`config.mk`:
```
export PLATFORM = sky130hd
export DESIGN_NAME = gpio_wake_bank
export DESIGN_NICKNAME = d
export VERILOG_FILES = /design/src/rtl/gpio_wake_pkg.sv /design/src/rtl/gpio_sync_detect.sv /design/src/rtl/gpio_regs.sv /design/src/rtl/gpio_pad_ctrl.sv /design/src/rtl/gpio_wake.sv /design/src/rtl/gpio_wake_bank.sv
export SDC_FILE = /design/constraint.sdc
export NUM_CORES = 1
export LEC_CHECK = 0
export BUFFER_PORTS_ARGS = -buffer_cell sky130_fd_sc_hd__buf_4
export CAP_MARGIN = 20
export CORE_ASPECT_RATIO = 1.75
export CORE_UTILIZATION = 24
export CTS_BUF_LIST = sky130_fd_sc_hd__clkbuf_16
export DETAILED_ROUTE_END_ITERATION = 7
export GPL_TIMING_DRIVEN = 1
export HOLD_SLACK_MARGIN = 0.12
export SLEW_MARGIN = 20
export SYNTH_ARGS = -nofsm -noshare
export SYNTH_HDL_FRONTEND = slang
export SYNTH_SLANG_ARGS = --single-unit
```
`constraint.sdc`:
```
create_clock -name clk -period 4.6 [get_ports clk]
set_input_delay 0.69 -clock clk [delete_from_list [all_inputs] [get_ports clk]]
set_output_delay 0.69 -clock clk [all_outputs]
set_load 0.05 [all_outputs]
```
`src/rtl/gpio_wake_pkg.sv`:
```
package gpio_wake_pkg;
  localparam int unsigned GRP_W  = 4;
  localparam int unsigned ADDR_W = 3;

  typedef enum logic [ADDR_W-1:0] {
    A_DIR  = 3'd0,
    A_OUT  = 3'd1,
    A_PULL = 3'd2,
    A_WAKE = 3'd3,
    A_PIN  = 3'd4,
    A_STS  = 3'd5
  } reg_addr_e;
endpackage

```
`src/rtl/gpio_sync_detect.sv`:
```
module gpio_sync_detect #(
  parameter int unsigned NPINS = 27
) (
  input  logic             clk,
  input  logic             rst_n,
  input  logic [NPINS-1:0] pin_di,
  output logic [NPINS-1:0] pin_sync,
  output logic [NPINS-1:0] pin_chg
);
  logic [NPINS-1:0] meta_q, sync_q, prev_q;
  logic [NPINS-1:0] meta_d, sync_d, prev_d;

  always_comb begin
    meta_d = pin_di;
    sync_d = meta_q;
    prev_d = sync_q;
  end

  always_ff @(posedge clk or negedge rst_n) begin
    if (!rst_n) begin
      meta_q <= '0;
      sync_q <= '0;
      prev_q <= '0;
    end else begin
      meta_q <= meta_d;
      sync_q <= sync_d;
      prev_q <= prev_d;
    end
  end

  assign pin_sync = sync_q;
  assign pin_chg  = sync_q ^ prev_q;
endmodule

```
`src/rtl/gpio_regs.sv`:
```
module gpio_regs
  import gpio_wake_pkg::*;
#(
  parameter int unsigned NPINS  = 27,
  parameter int unsigned NPORTS = 7,
  parameter int unsigned DATA_W = 32
) (
  input  logic              clk,
  input  logic              rst_n,
  input  logic              we,
  input  logic [ADDR_W-1:0] addr,
  input  logic [DATA_W-1:0] wdata,
  input  logic [NPINS-1:0]  pin_sync,
  input  logic              wake_sts,
  output logic [NPINS-1:0]  dir_q,
  output logic [NPINS-1:0]  out_q,
  output logic [GRP_W-1:0]  pull_en_q,
  output logic [GRP_W-1:0]  pull_up_q,
  output logic [NPORTS-1:0] wake_en_q,
  output logic              sts_clr,
  output logic [DATA_W-1:0] rdata
);
  logic [NPINS-1:0]  dir_d, out_d;
  logic [GRP_W-1:0]  pull_en_d, pull_up_d;
  logic [NPORTS-1:0] wake_en_d;

  always_comb begin
    dir_d     = dir_q;
    out_d     = out_q;
    pull_en_d = pull_en_q;
    pull_up_d = pull_up_q;
    wake_en_d = wake_en_q;
    sts_clr   = 1'b0;
    if (we) begin
      case (reg_addr_e'(addr))
        A_DIR:  dir_d = wdata[NPINS-1:0];
        A_OUT:  out_d = wdata[NPINS-1:0];
        A_PULL: begin
          pull_en_d = wdata[GRP_W-1:0];
          pull_up_d = wdata[2*GRP_W-1:GRP_W];
        end
        A_WAKE: wake_en_d = wdata[NPORTS-1:0];
        A_STS:  sts_clr = wdata[0];
        default: ;
      endcase
    end
  end

  always_ff @(posedge clk or negedge rst_n) begin
    if (!rst_n) begin
      dir_q     <= '0;
      out_q     <= '0;
      pull_en_q <= '0;
      pull_up_q <= '0;
      wake_en_q <= '0;
    end else begin
      dir_q     <= dir_d;
      out_q     <= out_d;
      pull_en_q <= pull_en_d;
      pull_up_q <= pull_up_d;
      wake_en_q <= wake_en_d;
    end
  end

  always_comb begin
    rdata = '0;
    case (reg_addr_e'(addr))
      A_DIR:  rdata[NPINS-1:0] = dir_q;
      A_OUT:  rdata[NPINS-1:0] = out_q;
      A_PULL: begin
        rdata[GRP_W-1:0]       = pull_en_q;
        rdata[2*GRP_W-1:GRP_W] = pull_up_q;
      end
      A_WAKE: rdata[NPORTS-1:0] = wake_en_q;
      A_PIN:  rdata[NPINS-1:0] = pin_sync;
      A_STS:  rdata[0] = wake_sts;
      default: ;
    endcase
  end
endmodule

```
`src/rtl/gpio_pad_ctrl.sv`:
```
module gpio_pad_ctrl
  import gpio_wake_pkg::*;
#(
  parameter int unsigned NPP        = 24,
  parameter int unsigned NOD        = 3,
  parameter int unsigned PULL_GROUP = 5,
  localparam int unsigned NPINS     = NPP + NOD,
  localparam int unsigned PBASE     = PULL_GROUP * GRP_W
) (
  input  logic [NPINS-1:0] dir_q,
  input  logic [NPINS-1:0] out_q,
  input  logic [GRP_W-1:0] pull_en_q,
  input  logic [GRP_W-1:0] pull_up_q,
  output logic [NPINS-1:0] pin_oe,
  output logic [NPINS-1:0] pin_do,
  output logic [GRP_W-1:0] pull_up_o,
  output logic [GRP_W-1:0] pull_dn_o
);
  for (genvar i = 0; i < NPINS; i++) begin : g_pin
    if (i < NPP) begin : g_pp
      assign pin_oe[i] = dir_q[i];
      assign pin_do[i] = out_q[i];
    end else begin : g_od
      assign pin_oe[i] = dir_q[i] & ~out_q[i];
      assign pin_do[i] = 1'b0;
    end
  end

  for (genvar j = 0; j < GRP_W; j++) begin : g_pull
    assign pull_up_o[j] = pull_en_q[j] &  pull_up_q[j] & ~dir_q[PBASE+j];
    assign pull_dn_o[j] = pull_en_q[j] & ~pull_up_q[j] & ~dir_q[PBASE+j];
  end
endmodule

```
`src/rtl/gpio_wake.sv`:
```
module gpio_wake
  import gpio_wake_pkg::*;
#(
  parameter int unsigned NPINS  = 27,
  parameter int unsigned NPORTS = 7
) (
  input  logic              clk,
  input  logic              rst_n,
  input  logic [NPINS-1:0]  pin_chg,
  input  logic [NPINS-1:0]  dir_q,
  input  logic [NPORTS-1:0] wake_en_q,
  input  logic              low_power,
  input  logic              sts_clr,
  output logic              wake_pulse,
  output logic              wake_sts
);
  logic [NPINS-1:0] pin_wen;
  logic [NPINS-1:0] evt;
  logic             pulse_d, sts_d;

  for (genvar i = 0; i < NPINS; i++) begin : g_wen
    assign pin_wen[i] = wake_en_q[i / GRP_W];
  end

  always_comb begin
    evt     = pin_chg & ~dir_q & pin_wen & {NPINS{low_power}};
    pulse_d = |evt;
    sts_d   = pulse_d | (wake_sts & ~sts_clr);
  end

  always_ff @(posedge clk or negedge rst_n) begin
    if (!rst_n) begin
      wake_pulse <= 1'b0;
      wake_sts   <= 1'b0;
    end else begin
      wake_pulse <= pulse_d;
      wake_sts   <= sts_d;
    end
  end

  AST_PULSE_NEEDS_LP: assert property (@(posedge clk) disable iff (!rst_n)
    wake_pulse |-> $past(low_power));
  AST_PULSE_SETS_STS: assert property (@(posedge clk) disable iff (!rst_n)
    wake_pulse |-> wake_sts);
  AST_STS_HOLDS: assert property (@(posedge clk) disable iff (!rst_n)
    (wake_sts && !sts_clr) |=> wake_sts);
endmodule

```
`src/rtl/gpio_wake_bank.sv`:
```
module gpio_wake_bank
  import gpio_wake_pkg::*;
#(
  parameter int unsigned PP_GROUPS  = 6,
  parameter int unsigned OD_PINS    = 3,
  parameter int unsigned PULL_GROUP = 5,
  parameter int unsigned DATA_W     = 32,
  localparam int unsigned NPP       = PP_GROUPS * GRP_W,
  localparam int unsigned NPINS     = NPP + OD_PINS,
  localparam int unsigned NPORTS    = PP_GROUPS + (OD_PINS + GRP_W - 1) / GRP_W
) (
  input  logic              clk,
  input  logic              rst_n,
  input  logic              reg_we,
  input  logic [ADDR_W-1:0] reg_addr,
  input  logic [DATA_W-1:0] reg_wdata,
  output logic [DATA_W-1:0] reg_rdata,
  input  logic [NPINS-1:0]  pin_di,
  input  logic              low_power,
  output logic [NPINS-1:0]  pin_oe,
  output logic [NPINS-1:0]  pin_do,
  output logic [GRP_W-1:0]  pull_up_o,
  output logic [GRP_W-1:0]  pull_dn_o,
  output logic              wake_pulse
);
  logic rst_m_q, rst_ns;
  always_ff @(posedge clk or negedge rst_n) begin
    if (!rst_n) begin
      rst_m_q <= 1'b0;
      rst_ns  <= 1'b0;
    end else begin
      rst_m_q <= 1'b1;
      rst_ns  <= rst_m_q;
    end
  end

  logic [NPINS-1:0]  pin_sync, pin_chg, dir_q, out_q;
  logic [GRP_W-1:0]  pull_en_q, pull_up_q;
  logic [NPORTS-1:0] wake_en_q;
  logic              sts_clr, wake_sts;

  gpio_sync_detect #(.NPINS(NPINS)) u_sync (
    .clk(clk), .rst_n(rst_ns), .pin_di(pin_di),
    .pin_sync(pin_sync), .pin_chg(pin_chg)
  );

  gpio_regs #(.NPINS(NPINS), .NPORTS(NPORTS), .DATA_W(DATA_W)) u_regs (
    .clk(clk), .rst_n(rst_ns), .we(reg_we), .addr(reg_addr), .wdata(reg_wdata),
    .pin_sync(pin_sync), .wake_sts(wake_sts), .dir_q(dir_q), .out_q(out_q),
    .pull_en_q(pull_en_q), .pull_up_q(pull_up_q), .wake_en_q(wake_en_q),
    .sts_clr(sts_clr), .rdata(reg_rdata)
  );

  gpio_pad_ctrl #(.NPP(NPP), .NOD(OD_PINS), .PULL_GROUP(PULL_GROUP)) u_pad (
    .dir_q(dir_q), .out_q(out_q), .pull_en_q(pull_en_q), .pull_up_q(pull_up_q),
    .pin_oe(pin_oe), .pin_do(pin_do), .pull_up_o(pull_up_o), .pull_dn_o(pull_dn_o)
  );

  gpio_wake #(.NPINS(NPINS), .NPORTS(NPORTS)) u_wake (
    .clk(clk), .rst_n(rst_ns), .pin_chg(pin_chg), .dir_q(dir_q),
    .wake_en_q(wake_en_q), .low_power(low_power), .sts_clr(sts_clr),
    .wake_pulse(wake_pulse), .wake_sts(wake_sts)
  );

  AST_OE_ONLY_OUTPUT: assert property (@(posedge clk) disable iff (!rst_ns)
    (pin_oe & ~dir_q) == '0);
  AST_PULL_EXCL: assert property (@(posedge clk) disable iff (!rst_ns)
    (pull_up_o & pull_dn_o) == '0);
  AST_RESET_QUIET: assert property (@(posedge clk)
    !rst_ns |-> (pin_oe == '0 && !wake_pulse));
endmodule

```
Yosys cells after proc, flatten, opt, wreduce, memory -nomap -nowiden
Index checks and enable logic that the tools add are counted.
{"block": "op_classes", "bitwise_logic": 38, "reduce_logical": 6, "eq_ne": 5, "muxes": 6}
{"op": "$and 27x27->27", "count": 3}
{"op": "$pmux 19 s3", "count": 1}
{"op": "$pmux 6 s5", "count": 1}
{"op": "$not 27->27", "count": 1}
{"op": "$reduce_or 27->1", "count": 1}
{"op": "$xor 27x27->27", "count": 1}
{"op": "$and 1x1->1", "count": 20}
{"op": "$not 1->1", "count": 12}
{"op": "$reduce_and 2->1", "count": 4}
{"op": "$eq 3x2->1 const B", "count": 2}
{"op": "$eq 3x3->1 const B", "count": 2}
{"op": "$pmux 1 s6", "count": 1}
{"op": "$pmux 1 s4", "count": 1}
{"op": "$eq 3x1->1 const B", "count": 1}
{"op": "$logic_not 3->1", "count": 1}
{"op": "$mux 1", "count": 2}
{"op": "$or 1x1->1", "count": 1}
{"block": "word_totals", "output_inout_bits": 95, "regBits": 154, "elab_cells": 67}

Depth between registers and ports, before layout
{"block": "depth", "word_depth": 6, "ltp_mapped": 6, "mapped_depth_nobuf": 5}

Hierarchy
A second synthesis with hierarchy kept.
{"block": "hier_totals", "cells_unflattened": 506, "hier_area_um2": 6681.4}
{"module": "gpio_regs", "instances": 1, "seq_area_each_um2": 1726.7, "area_each_um2": 3518.4, "cells_each": 285}
{"module": "gpio_sync_detect", "instances": 1, "seq_area_each_um2": 2026.9, "area_each_um2": 2263.4, "cells_each": 108}
{"module": "gpio_pad_ctrl", "instances": 1, "seq_area_each_um2": 0.0, "area_each_um2": 490.5, "cells_each": 63}
{"module": "gpio_wake", "instances": 1, "seq_area_each_um2": 50.0, "area_each_um2": 355.3, "cells_each": 47}
{"module": "gpio_wake_bank", "instances": 1, "seq_area_each_um2": 50.0, "area_each_um2": 53.8, "cells_each": 3}

Worst setup path after synthesis
OpenSTA, ideal clock, no wires.
{"block": "synth_timing", "kind": "input port to output port", "start": "in reg_addr[0]", "end": "out reg_rdata[7]", "arrival_ns": 2.303, "path_buffers": 2, "setup_slack_ns": 1.607, "required_time_ns": 3.910, "path_stages": 4, "path_cell_list": "buf_2 buf_2 a31oi_1 o21ai_0"}
{"block": "synth_via", "elab_chain_cells": 2, "elab_cells_between_ends": 5}
{"item": "from (decl)", "line_no": "gpio_wake_bank.sv:15", "source": "input logic [ADDR_W-1:0] reg_addr,"}
{"item": "$eq 3x3->1 (tied with other cells)", "line_no": "gpio_regs.sv:67", "source": "case (reg_addr_e'(addr))"}
{"item": "$pmux 1 s4 (*)", "line_no": "gpio_regs.sv:67"}
{"item": "to (decl)", "line_no": "gpio_wake_bank.sv:17", "source": "output logic [DATA_W-1:0] reg_rdata,"}
Every way passes the cells marked *; elsewhere a longest branch is shown, timed or not.

Final worst setup path
{"block": "layout_timing", "start": "in reg_addr[2]", "end": "out reg_rdata[6]"}
{"block": "layout_via", "elab_chain_cells": 2, "elab_cells_between_ends": 6}
{"item": "$eq 3x3->1 (tied with other cells)", "line_no": "gpio_regs.sv:67"}
{"item": "$pmux 6 s5 (*)", "line_no": "gpio_regs.sv:67"}
Marks and branches as above.

==> flow_summary.json <==
{
  "first_pass_iters": 4,
  "grt_pass1_vias": 4207,
  "synth_cells": 495,
  "min_period_ps": 2980,
  "reg2reg_slack_ps": 2860,
  "setup-violations-final": 0,
  "drt_first_iter_violations": 134,
  "setup_tns_ps": 0,
  "clkLatencyLatePin_ps": 430,
  "reg2reg_to": "u_wake.wake_pulse$_DFF_PN0_",
  "path_cells": "buf_4 > nor2b_1 > a21oi_1 > o22ai_1 > buf_4",
  "crit_buf_inv": 2,
  "peakVddDrop_mv": 0.252,
  "worstHoldStart": "u_sync.meta_q[14]$_DFF_PN0_",
  "rsz0062_at_grt": "false",
  "synth_cell_types": 32,
  "wl_per_cell_um": 17.8,
  "clk_pin_slew_worst_paths_ps": 70,
  "crit_required_ps": 3910,
  "die_w_um": 127,
  "synth_seq_cells": 154,
  "grt_start_max_net_pins": 81,
  "clockBufferDepth": 2,
  "pin_count": 161,
  "avgSynthCellArea_um2": 13.2,
  "syn-cell-area_um2": 6550,
  "cts_root_buf": "clkbuf_16",
  "hold_class": "reg2reg",
  "finalWirelength_mm": 16.6,
  "final-hold-violation-count": 0,
  "skew_ps": 9.72,
  "hpwl_mm": 11.9,
  "cap_violations": 0,
  "max_slew_margin_pct": 34.2,
  "post-route-period-util_pct": 64.8,
  "critPathMaxStageDelay_ps": 470,
  "initial_core_util_pct": 24.5,
  "cts_sinks": 154,
  "hold-path-endpoint": "u_sync.pin_sync[14]$_DFF_PN0_",
  "worstMarginPinSlew_ps": 986,
  "rows": 79,
  "route.antenna.remaining_nets": 0,
  "synth_warnings": 0,
  "hold_depth": 0,
  "reg2reg_depth": 5,
  "p_leak_nw": 3.70,
  "port_buffers": 147,
  "power_density_nw_per_um2": 527,
  "critPathCaptureType": "primary output",
  "arrival_ps": 2290,
  "die-area_um2": 28000,
  "drv_slew": 0,
  "die_h_um": 221,
  "numCtsBuffers": 17,
  "grt_pass1_wl_mm": 25.2,
  "vias_per_cell": 4.36,
  "total_power_mw": 4.32,
  "start_kind": "primary input",
  "htreeDepth": 4,
  "crit_top_cell": "buf_4",
  "cts_tree": "built",
  "max_freq_ghz": 0.336,
  "r2r-start": "u_sync.pin_sync[21]$_DFF_PN0_",
  "fin_nets": 662,
  "slowest_stage": "nor2b_1",
  "drc": 0,
  "post-route-util_pct": 30.7,
  "critical_path_class": "in2out",
  "seq_area_frac_synth_pct": 58.8,
  "antenna_found_initial": 1,
  "gp_congestion": 0.745,
  "grt-ovfl-total": 0,
  "core_area_um2": 26700,
  "timing.hold.ws_ps": 340,
  "grt.total_usage_pct": 12.5,
  "fill_cells": 2715,
  "area_delta_synth_final_pct": 25.2,
  "drive_above_1_share_pct": 41.9,
  "cp_max_fo": 54,
  "status": "complete, no violations",
  "vias": 4070,
  "crit_family": "buffers and inverters",
  "cts_setup_buffers": 0
}
routing by layer:
metal  GRT usage, %  wire length (um)
met1           13.3              6280
met2           22.4              9220
met3           3.00               603
met4           7.26               484
met5              0                 0
worst max path at each step:
stage / startpoint / end / slack (ps) / depth (start not counted)
global placement: reg_addr[0] / u_regs.out_q[20]$_DFFE_PN0P_ / 1530 / 5
detailed placement: reg_addr[0] / u_regs.out_q[4]$_DFFE_PN0P_ / 1490 / 5
global route: reg_addr[2] / reg_rdata[6] / 1530 / 5
floorplan: reg_addr[0] / reg_rdata[7] / 1610 / 4
CTS: reg_addr[0] / reg_rdata[4] / 1600 / 5
finish: reg_addr[2] / reg_rdata[6] / 1620 / 5
sequential cells by signal, summed over array words and instances (netlist names), 4 cells and up:
| signal | flops |
|---|---|
| u_regs.pull_en_q | 4 |
| u_sync.pin_sync | 27 |
| u_regs.pull_up_q | 4 |
| u_regs.out_q | 27 |
| u_regs.wake_en_q | 7 |
| u_regs.dir_q | 27 |
| u_sync.prev_q | 27 |
| u_sync.meta_q | 27 |
cell families (layout without fill, tap and decap cells):
family                    count (synthesis)  count (layout)  synth area share, %
muxes                                   103             103                 17.3
xor gates and xnor gates                 27              27                 3.61
and+or+nand+nor                          76              76                 5.96
DFF                                     154             154                 58.8
other                                     2              10                0.115
buffers and inverters                    78             185                 8.31
AOI/OAI and AO/OA                        55              55                 5.92
layout by cell type (no fill, tap or decap), types with 2 or more instances in the layout:
cell type | synthesis | layout
xnor2_1 | 27 | 27
inv_6 | 0 | 4
o21ai_0 | 4 | 4
clkbuf_16 | 0 | 17
dfrtp_1 | 154 | 153
nor3b_1 | 4 | 4
o22a_1 | 17 | 17
nand2b_1 | 2 | 2
clkinv_1 | 0 | 2
and3b_1 | 4 | 4
nor2b_1 | 5 | 5
o211ai_1 | 6 | 6
nor2_1 | 29 | 29
inv_1 | 2 | 3
buf_4 | 59 | 149
clkinv_4 | 0 | 3
clkinv_2 | 0 | 2
bufinv_16 | 0 | 3
o22ai_1 | 18 | 18
or4_1 | 2 | 2
a21oi_1 | 7 | 7
mux2_2 | 70 | 70
nand2_1 | 22 | 22
nand3_1 | 3 | 3
mux2i_1 | 32 | 32
conb_1 | 2 | 9
per-stage QoR:
| step | cell area (um2) | instances | setup slack (ps) |
|---|---|---|---|
| after floorplan | 6580 | 502 | 1610 |
| after global placement | 7590 | 900 | 1530 |
| after detailed placement | 7590 | 900 | 1490 |
| after CTS | 8200 | 933 | 1600 |
| after global routing | 8200 | 934 | 1530 |
| final | 8200 | 934 | 1620 |
report_power, final:
| part | internal (mW) | total [mW] | switching [mW] |
|---|---|---|---|
| Sequential | 1.53 | 1.71 | 0.181 |
| Combinational | 0.425 | 1.19 | 0.763 |
| Clock | 0.853 | 1.42 | 0.568 |
| Total | 2.81 | 4.32 | 1.51 |
synthesized netlist by cell type (all sizes together):
cell type	count	area, um2
buf	68	507
o22ai	18	113
nor2b	5	31.3
nand3	3	15.0
mux4	1	22.5
a31oi	1	6.26
nor3	2	26.3
or4	2	15.0
o211a	1	10.0
o311a	1	10.0
nand2b	3	26.3
o21ai	4	20.0
mux2i	32	320
nor3b	4	30.0
a21oi	7	35.0
inv	2	7.51
o22a	17	149
mux2	70	788
nand2	22	82.6
clkbuf	8	30.0
nor2	30	120
xnor2	27	236
dfrtp	154	3850
o211ai	6	45.0
conb	2	7.51
nand4b	1	8.76
and3b	4	35.0
cell type report:
type / count / area, um2 / area share, %
flip-flops and latches: 154 / 3860 / 47.0
multi-input cells: 270 / 2180 / 26.6
repair buffers: 151 / 1150 / 14.0
clock buffers: 17 / 425 / 5.19
well taps: 324 / 405 / 4.94
inverters: 2 / 7.51 / 0.0916
clock inverters: 15 / 173 / 2.11
diodes: 1 / 2.50 / 0.0305
what timing repair did:
item,CTS,global route
endpoints found under the hold margin,2,0
resized for setup,0,0
hold buffers,1,0
No activity file was read; power rests on OpenSTA's default activity.
